File: src/rtl/pgperm_pkg.sv
package pgperm_pkg;

    typedef enum logic [1:0] {
        ACC_READ  = 2'd0,
        ACC_WRITE = 2'd1,
        ACC_FETCH = 2'd2
    } acc_e;

    typedef enum logic [1:0] {
        FLT_NONE = 2'd0,
        FLT_PAGE = 2'd1,
        FLT_GP   = 2'd2
    } flt_e;

    typedef enum logic [1:0] {
        WALK_OK     = 2'd0,
        WALK_ABSENT = 2'd1,
        WALK_RSVD   = 2'd2
    } walk_e;

    typedef struct packed {
        logic x;
        logic w;
        logic r;
    } rwx_t;

    localparam int CODE_BITS = 6;
    localparam int EB_P    = 0;
    localparam int EB_W    = 1;
    localparam int EB_U    = 2;
    localparam int EB_RSVD = 3;
    localparam int EB_ID   = 4;
    localparam int EB_PK   = 5;

    typedef struct packed {
        flt_e                  kind;
        logic [CODE_BITS-1:0]  code;
        rwx_t                  prot;
    } verdict_t;

    function automatic logic acc_allowed(rwx_t m, acc_e a);
        case (a)
            ACC_READ:  return m.r;
            ACC_WRITE: return m.w;
            ACC_FETCH: return m.x;
            default:   return 1'b0;
        endcase
    endfunction

    function automatic logic [CODE_BITS-1:0] ctx_flags(logic usr, acc_e a,
                                                       logic nxe, logic sep);
        logic [CODE_BITS-1:0] f;
        f        = '0;
        f[EB_U]  = usr;
        f[EB_W]  = (a == ACC_WRITE);
        f[EB_ID] = (a == ACC_FETCH) && (nxe || sep);
        return f;
    endfunction

endpackage

File: src/rtl/pgperm_rights.sv
module pgperm_rights
    import pgperm_pkg::*;
(
    input  logic user_mode,
    input  logic pg_user,
    input  logic pg_wr,
    input  logic pg_nx,
    input  logic wp,
    input  logic sap,
    input  logic sep,
    output rwx_t base
);
    always_comb begin
        base.r = !(!user_mode && sap && pg_user);
        base.w = base.r && (pg_wr || (!user_mode && !wp));
        base.x = !pg_nx && (user_mode || !sep || !pg_user);
    end
endmodule

File: src/rtl/pgperm_keys.sv
module pgperm_keys
    import pgperm_pkg::*;
#(
    parameter int KEY_W = 4,
    localparam int RIGHTS_W = 2 * (1 << KEY_W)
) (
    input  logic                user_mode,
    input  logic                pg_user,
    input  logic [KEY_W-1:0]    key,
    input  logic                wp,
    input  logic                ukey_en,
    input  logic                skey_en,
    input  logic [RIGHTS_W-1:0] urights,
    input  logic [RIGHTS_W-1:0] srights,
    output rwx_t                kmask
);
    logic [RIGHTS_W-1:0] word;
    logic                ad, wd;

    always_comb begin
        if (pg_user) word = ukey_en ? urights : '0;
        else         word = skey_en ? srights : '0;
        ad = word[{key, 1'b0}];
        wd = word[{key, 1'b1}];
        kmask.r = !ad;
        kmask.w = !ad && !(wd && (user_mode || wp));
        kmask.x = 1'b1;
    end
endmodule

File: src/rtl/pgperm_canon.sv
module pgperm_canon #(
    parameter int ADDR_W = 64,
    parameter int SH4    = 47,
    parameter int SH5    = 56
) (
    input  logic [ADDR_W-1:0] addr,
    input  logic              long_en,
    input  logic              lvl5,
    output logic              ok
);
    logic [ADDR_W-1-SH4:0] hi4;
    logic [ADDR_W-1-SH5:0] hi5;
    logic                  ok4, ok5;

    always_comb begin
        hi4 = addr[ADDR_W-1:SH4];
        hi5 = addr[ADDR_W-1:SH5];
        ok4 = (&hi4) || !(|hi4);
        ok5 = (&hi5) || !(|hi5);
        ok  = !long_en || (lvl5 ? ok5 : ok4);
    end
endmodule

File: src/rtl/pgperm_check.sv
module pgperm_check
    import pgperm_pkg::*;
#(
    parameter int ADDR_W = 64,
    parameter int KEY_W  = 4,
    parameter int ERR_W  = 16,
    localparam int RIGHTS_W = 2 * (1 << KEY_W)
) (
    input  logic                clk,
    input  logic                rst,
    input  logic                in_valid,
    input  logic [1:0]          in_acc,
    input  logic                in_user,
    input  logic [1:0]          in_walk,
    input  logic                pte_user,
    input  logic                pte_wr,
    input  logic                pte_nx,
    input  logic [KEY_W-1:0]    pte_key,
    input  logic [ADDR_W-1:0]   vaddr,
    input  logic                mode_wp,
    input  logic                mode_sap,
    input  logic                mode_sep,
    input  logic                mode_nxe,
    input  logic                mode_ukey,
    input  logic                mode_skey,
    input  logic                mode_long,
    input  logic                mode_lvl5,
    input  logic [RIGHTS_W-1:0] ukey_rights,
    input  logic [RIGHTS_W-1:0] skey_rights,
    output logic                out_valid,
    output logic [1:0]          out_fault,
    output logic [ERR_W-1:0]    out_code,
    output logic [2:0]          out_prot
);
    acc_e     acc;
    walk_e    walk;
    rwx_t     base, kmask, fin;
    logic     canon_ok;
    logic     key_deny, perm_deny, usr_sup;
    logic [CODE_BITS-1:0] flags;
    verdict_t v;

    assign acc  = acc_e'(in_acc);
    assign walk = walk_e'(in_walk);

    pgperm_rights u_rights (
        .user_mode (in_user),
        .pg_user   (pte_user),
        .pg_wr     (pte_wr),
        .pg_nx     (pte_nx),
        .wp        (mode_wp),
        .sap       (mode_sap),
        .sep       (mode_sep),
        .base      (base)
    );

    pgperm_keys #(.KEY_W(KEY_W)) u_keys (
        .user_mode (in_user),
        .pg_user   (pte_user),
        .key       (pte_key),
        .wp        (mode_wp),
        .ukey_en   (mode_ukey),
        .skey_en   (mode_skey),
        .urights   (ukey_rights),
        .srights   (skey_rights),
        .kmask     (kmask)
    );

    pgperm_canon #(.ADDR_W(ADDR_W)) u_canon (
        .addr    (vaddr),
        .long_en (mode_long),
        .lvl5    (mode_lvl5),
        .ok      (canon_ok)
    );

    always_comb begin
        fin       = base & kmask;
        flags     = ctx_flags(in_user, acc, mode_nxe, mode_sep);
        usr_sup   = in_user && !pte_user;
        key_deny  = (acc != ACC_FETCH) && !acc_allowed(kmask, acc);
        perm_deny = !acc_allowed(base, acc);
        v.kind    = FLT_NONE;
        v.code    = '0;
        v.prot    = fin;
        if (!canon_ok) begin
            v.kind = FLT_GP;
            v.prot = '0;
        end else if (walk == WALK_ABSENT) begin
            v.kind = FLT_PAGE;
            v.code = flags;
            v.prot = '0;
        end else if (walk == WALK_RSVD) begin
            v.kind = FLT_PAGE;
            v.code = flags;
            v.code[EB_RSVD] = 1'b1;
            v.prot = '0;
        end else if (usr_sup) begin
            v.kind = FLT_PAGE;
            v.code = flags;
            v.code[EB_P] = 1'b1;
            v.prot = '0;
        end else if (key_deny) begin
            v.kind = FLT_PAGE;
            v.code = flags;
            v.code[EB_P]  = 1'b1;
            v.code[EB_PK] = 1'b1;
        end else if (perm_deny) begin
            v.kind = FLT_PAGE;
            v.code = flags;
            v.code[EB_P] = 1'b1;
        end
    end

    always_ff @(posedge clk) begin
        if (rst) begin
            out_valid <= 1'b0;
            out_fault <= '0;
            out_code  <= '0;
            out_prot  <= '0;
        end else begin
            out_valid <= in_valid;
            if (in_valid) begin
                out_fault <= v.kind;
                out_code  <= ERR_W'(v.code);
                out_prot  <= v.prot;
            end
        end
    end
endmodule

File: config.mk
export PLATFORM = sky130hd
export DESIGN_NAME = pgperm_check
export DESIGN_NICKNAME = d
export VERILOG_FILES = /design/src/rtl/pgperm_pkg.sv /design/src/rtl/pgperm_rights.sv /design/src/rtl/pgperm_keys.sv /design/src/rtl/pgperm_canon.sv /design/src/rtl/pgperm_check.sv
export SDC_FILE = /design/constraint.sdc
export NUM_CORES = 1
export LEC_CHECK = 0
export BUFFER_PORTS_ARGS = -buffer_cell sky130_fd_sc_hd__buf_2
export CAP_MARGIN = 10
export CORE_ASPECT_RATIO = 0.5
export CORE_UTILIZATION = 35
export CTS_CLUSTER_SIZE = 24
export DETAILED_ROUTE_END_ITERATION = 10
export HOLD_SLACK_MARGIN = 0.05
export PLACE_DENSITY_LB_ADDON = 0.15
export SLEW_MARGIN = 30
export SYNTH_ARGS = -nofsm -noshare
export SYNTH_HDL_FRONTEND = slang
export SYNTH_SLANG_ARGS = --single-unit
File: constraint.sdc
create_clock -name clk -period 5.1 [get_ports clk]
set_clock_uncertainty 0.2 [all_clocks]
set_input_delay 0.255 -clock clk [delete_from_list [all_inputs] [get_ports clk]]
set_output_delay 0.255 -clock clk [all_outputs]
set_load 0.01 [all_outputs]
-- Word-level counts from Yosys, hierarchy flattened
Index checks and enable logic that the tools add are counted.
- $add $sub $neg: 0
- multipliers: 0
- div/mod/pow operators: 0
- magnitude comparators: 2
- eq/ne operators: 5
- shift operators: 0
- muxes and demuxes: 19
- bitwise gates (word level): 1
- reductions and logical operators: 35
- operators by type and width (operator ; number):
    $mux 32 ; 3
    $mux 11 ; 2
    $reduce_and 17->1 ; 1
    $reduce_or 17->1 ; 1
    $mux 8 ; 2
    $logic_not 1->1 ; 12
    $lt 5x6->1 const B ; 2
    $logic_and 1x1->1 ; 10
    $bmux 1 s4 ; 2
    $logic_or 1x1->1 ; 8
    $reduce_and 8->1 ; 1
    $reduce_or 8->1 ; 1
    $mux 7 ; 1
    $mux 3 ; 2
    $mux 6 ; 1
    $pmux 1 s3 ; 2
    $eq 2x1->1 const B ; 2
    $eq 2x2->1 const B ; 2
    $and 3x3->3 ; 1
    $mux 1 ; 3
    $logic_not 2->1 ; 1
    $mux 2 ; 1
    $ne 2x2->1 const B ; 1
- bits in registers: 12
- latch bits: 0
- bits in writable memories: 0
- bits in read-only memories: 0
- input bits: 151
- output and inout port bits: 22
- logic and storage cells: 66
- memories: 0

-- Depth between registers and ports, before layout
- depth after elaboration: 15
- mapped depth: 10
- mapped depth without buffers: 7

-- Modules after synthesis
From an unflattened synthesis, not the netlist that was laid out.
- cells, all modules: 143
- area total of the unflattened synthesis: 1401.3 um^2
- modules (own cells, without submodules) (module ; times used ; cells an instance ; area each (um^2) ; seq. area each (um^2)):
    pgperm_check ; 1 ; 74 ; 648.1 ; 240.2
    pgperm_keys ; 1 ; 47 ; 619.3 ; 0.0
    pgperm_canon ; 1 ; 17 ; 92.6 ; 0.0
    pgperm_rights ; 1 ; 5 ; 41.3 ; 0.0

-- Worst setup path after synthesis
Ideal clock, no wire load.
- path type: input -> register
- from: input port pte_user
- to: register out_code[1]
- setup time: 0.121 ns
- data arrival time: 1.969 ns
- data required time: 4.779 ns
- slack: 2.810 ns
- stages on the path: 8
- path buffers: 1
- path through: buf_2 -> mux4_2 -> mux2_2 -> a2bb2oi_1 -> o311ai_1 -> and2b_1 -> o31ai_4 -> o31ai_1
- longest elaborated chain between the ends: 14
- elaborated cells on any way between the ends: 26
- classes of those cells: 13 x mux; 13 x reduce/logical
- RTL lines (element ; RTL line ; text):
    from (decl) ; pgperm_check.sv:15 ; input logic pte_user,
    $mux 32 ; pgperm_keys.sv:21 ; if (pg_user) word = ukey_en ? urights : '0;
    $bmux 1 s4 ; pgperm_keys.sv:24 ; wd = word[{key, 1'b1}];
    $mux 1 (implied by the code) ; pgperm_keys.sv:24 ;
    $logic_and 1x1->1 ; pgperm_keys.sv:26 ; kmask.w = !ad && !(wd && (user_mode || wp));
    $logic_not 1->1 ; pgperm_keys.sv:26 ;
    $logic_and 1x1->1 ; pgperm_keys.sv:26 ;
    $pmux 1 s3 ; pgperm_pkg.sv:42 ; case (a)
    $logic_not 1->1 ; pgperm_check.sv:80 ; key_deny = (acc != ACC_FETCH) && !acc_allowed(kmask, acc);
    $logic_and 1x1->1 ; pgperm_check.sv:80 ;
    $mux 8 ; pgperm_check.sv:102 ; end else if (key_deny) begin
    $mux 8 * ; pgperm_check.sv:97 ; end else if (usr_sup) begin
    $mux 11 * ; pgperm_check.sv:92 ; end else if (walk == WALK_RSVD) begin
    $mux 11 * ; pgperm_check.sv:88 ; end else if (walk == WALK_ABSENT) begin
    $mux 6 * ; pgperm_check.sv:85 ; if (!canon_ok) begin
    to (signal assigned) ; pgperm_check.sv:124 ; out_code <= ERR_W'(v.code);
    to (decl) ; pgperm_check.sv:32 ; output logic [ERR_W-1:0] out_code,
Mark *: on every way between the ends. The rest lies on a longest branch, timed or not. The select of a mux whose other input is x is not followed.
A chain may end at the register's enable or synchronous reset.

-- Worst setup path after layout
- from: input port pte_key[0]
- to: register out_code[1]
- longest elaborated chain between the ends: 13
- elaborated cells on any way between the ends: 16
- classes of those cells: 10 x mux; 6 x reduce/logical
- RTL lines (element ; RTL line ; text):
    from (decl) ; pgperm_check.sv:18 ; input logic [KEY_W-1:0] pte_key,
    $bmux 1 s4 ; pgperm_keys.sv:24 ;
    $mux 1 (implied by the code) ; pgperm_keys.sv:24 ;
    $logic_and 1x1->1 ; pgperm_keys.sv:26 ;
    $logic_not 1->1 ; pgperm_keys.sv:26 ;
    $logic_and 1x1->1 ; pgperm_keys.sv:26 ;
    $pmux 1 s3 * ; pgperm_pkg.sv:42 ;
    $logic_not 1->1 * ; pgperm_check.sv:80 ;
    $logic_and 1x1->1 * ; pgperm_check.sv:80 ;
    $mux 8 * ; pgperm_check.sv:102 ;
    $mux 8 * ; pgperm_check.sv:97 ;
    $mux 11 * ; pgperm_check.sv:92 ;
    $mux 11 * ; pgperm_check.sv:88 ;
    $mux 6 * ; pgperm_check.sv:85 ;
Marks and branches as above.

==> flow_summary.ini <==
[outcome]
outcome = finished clean

[floorplan]
die_w_microns = 91.3
num_rows = 15
io-pin-count = 173
dieArea_sq_um = 4260
die_y_microns = 46.6
fp.coreArea_sq_um = 3620
start_util_pct = 38.5

[clocking]
numCtsBuffers = 3
clkSlewWorstSetupHoldPaths_ns = 0.06
cts-root-buf = clkbuf_8
ctsResizeCount = 0
cts_tree = yes
postCtsSetupBuffers = 0
clockBufferDepth = 2
htreeDepth = 1
holdBufCountCts = 0
cts.sinks = 12
clk_latency_ns = 0.24

[global_route]
grt-busiest-layer = met2
grt_max_degree = 27
antenna_found_initial = 0
use_met2_pct = 35.0
grt_pass1_wl_mm = 5.89
first_global_vias = 1466
grt.total_usage_pct = 17.5
grtUsageMet3_pct = 3.14
grt.met1_usage_pct = 20.0
grt-ovfl-total = 0

[placed_design]
post-dp-hpwl_mm = 3.24
port_buffers = 115
gp_congestion = 0.812
place_ws_ns = 2.19

[route]
first_pass_iters = 4
route.detailed.drc = 0
viasPerCell = 5.15
wl_per_cell_microns = 12.0
wl_mm = 3.92
vias = 1685
drt-initial-drc-count = 32
ant_nets = 0

[power]
leakage_nw = 1.00
total_power_mw = 0.328
power_density_nw_per_um2 = 165
peakVddDrop_mv = 0.0736

[worst_setup_path]
path_cells = buf_2 -> mux4_2 -> a2111oi_2 -> a211oi_1 -> o221a_4 -> o31ai_4 -> o31ai_1
crit_path_start_kind = input port
r2r_start = out_code[2]$_SDFFE_PP0P_
cp.arrival_ns = 2.58
ff2ff_setup_slack_ns = 4.10
crit_slowest_cell = mux4_2
end_kind = register
worstSetupPathType = input port to register
max_stage_delay_ns = 0.62
setup.worst_path.start = pte_key[0]
rr_endpoint = out_code[2]$_SDFFE_PP0P_
required_ns = 5.03
rr_worst_depth = 2
cp-endpoint = out_code[1]$_SDFFE_PP0P_
cp_max_fo = 26

[cells_and_area]
finalNetCount = 428
antennaDiodeCount = 0
fillerInstances = 370
drive_gt1_share_pct = 49.6
syn2layout_area_growth_pct = 42.8

[yosys]
synth_flop_cell = dfxtp_1
yosysMostFrequentCell = nand2_1
yosys-top-cells-count = 19 x nand2_1, 18 x mux2i_1, 12 x dfxtp_1
yosys_warnings = 0
ys_seq_elements = 12
synthDominantCellAreaShare_pct = 17.2
synth_area_sq_um = 1400
syn-instance-count = 166
yosysTopAreaCell = dfxtp_1
synth_edf_count = 0
yosysSeqAreaShare_pct = 17.2
ys_types = 47
synth_area_leaders = dfxtp_1 17%, mux2i_1 13%, mux4_2 9.7%, mux2_2 6.5%, buf_4 5.4%
synthArstFlopShare_pct = 0
postSynthAreaPerCell_sq_um = 8.40

[sta]
worst_pin_slew_ns = 0.670
rsz0062_at_grt = no
hold_violations = 0
timing.fmax_ghz = 0.378
report.final.slew_viol_count = 0
setup-violations-final = 0
finalWorstSetupSlack_ns = 2.45
finalCriticalPeriod_ns = 2.65
final.setup.tns_ns = 0
slew_headroom_pct = 55.3
fin_crit_sh_pct = 51.9

[job]
cap_violations = 0

[min_path]
hold_class = input port to register
min_path_cells = 2
==> worst max-delay path, delay by kind of cell <==
family	cells	cell delay [ns]
compound gates	5	1.17
mux	1	0.62
buf+inv	1	0.52
==> stage by stage <==
stage / util, % / hold slack [ns] / cell area (sq um) / cells
floorplan: - / 0.124 / 1430 / 175
global placement: 53.5 / 0.232 / 1940 / 323
detailed placement: 53.5 / 0.239 / 1940 / 323
CTS: 55.0 / 0.0544 / 1990 / 327
global route: 55.0 / 0.0612 / 1990 / 327
finish: 55.0 / 0.0567 / 1990 / 327
==> cells by family (layout without fill, tap and decap cells) <==
kind of cell	after synthesis	count (layout)	share of synthesized area [%]
xor+xnor	1	1	0.628
compound gates	31	31	17.5
mux	32	32	29.1
buf+inv	22	123	10.5
flops	12	12	17.2
other cells	1	10	0.269
simple gates	67	67	24.8
==> power by group <==
part | switching [mW] | internal, mW
Combinational | 0.0586 | 0.0654
Clock | 0.0371 | 0.0683
Sequential | 0.00150 | 0.0973
==> state kept, by name, summed over array words and instances (netlist names) <==
signal	count
out_code	6
out_prot	3
out_valid	1
out_fault	2
==> metal layers <==
layer	part of all wire (%)	wire length [microns]
met5	0	0
met4	0.38	15
met3	7.0	275
met2	52	2020
met1	41	1600
==> layout by cell type (no fill, tap or decap), types with 2 or more instances in the layout <==
| master | netlist | layout |
|---|---|---|
| or4_1 | 2 | 2 |
| nand4_1 | 7 | 7 |
| dfxtp_1 | 12 | 12 |
| a22oi_1 | 2 | 2 |
| buf_2 | 3 | 115 |
| a211oi_1 | 2 | 2 |
| a21oi_1 | 5 | 5 |
| nor2_1 | 10 | 10 |
| inv_1 | 4 | 4 |
| nor2b_1 | 3 | 3 |
| o211ai_1 | 2 | 2 |
| mux2_2 | 8 | 8 |
| conb_1 | 1 | 10 |
| nor4_1 | 2 | 2 |
| nor3_1 | 4 | 4 |
| clkbuf_8 | 0 | 4 |
| o31ai_1 | 2 | 2 |
| mux4_2 | 6 | 6 |
| nor3b_1 | 2 | 2 |
| o21ai_0 | 4 | 4 |
| mux2i_1 | 18 | 18 |
| a31oi_1 | 3 | 3 |
| or3_1 | 3 | 3 |
| and3_1 | 2 | 2 |
| nand3_1 | 6 | 6 |
| nand2_1 | 19 | 19 |
==> cell type report <==
cell class,count,area (sq um),area share (%)
well taps,51,63.8,3.20
clock buffers,4,55.1,2.76
repair buffers,115,576,28.9
flip-flops and latches,12,240,12.1
inverters,4,15.0,0.754
multi-input cells,141,1040,52.3
==> worst min path at each step <==
stage                                   start  slack (ns)                   endpoint
floorplan                                 rst        0.12   out_code[3]$_SDFFE_PP0P_
global placement     out_prot[0]$_SDFFE_PP0P_        0.23   out_prot[0]$_SDFFE_PP0P_
detailed placement  out_fault[0]$_SDFFE_PP0P_        0.24  out_fault[0]$_SDFFE_PP0P_
CTS                                       rst        0.05  out_fault[1]$_SDFFE_PP0P_
global route                              rst        0.06  out_fault[1]$_SDFFE_PP0P_
finish                                    rst        0.06   out_code[3]$_SDFFE_PP0P_
(Power assumes the default switching activity.)
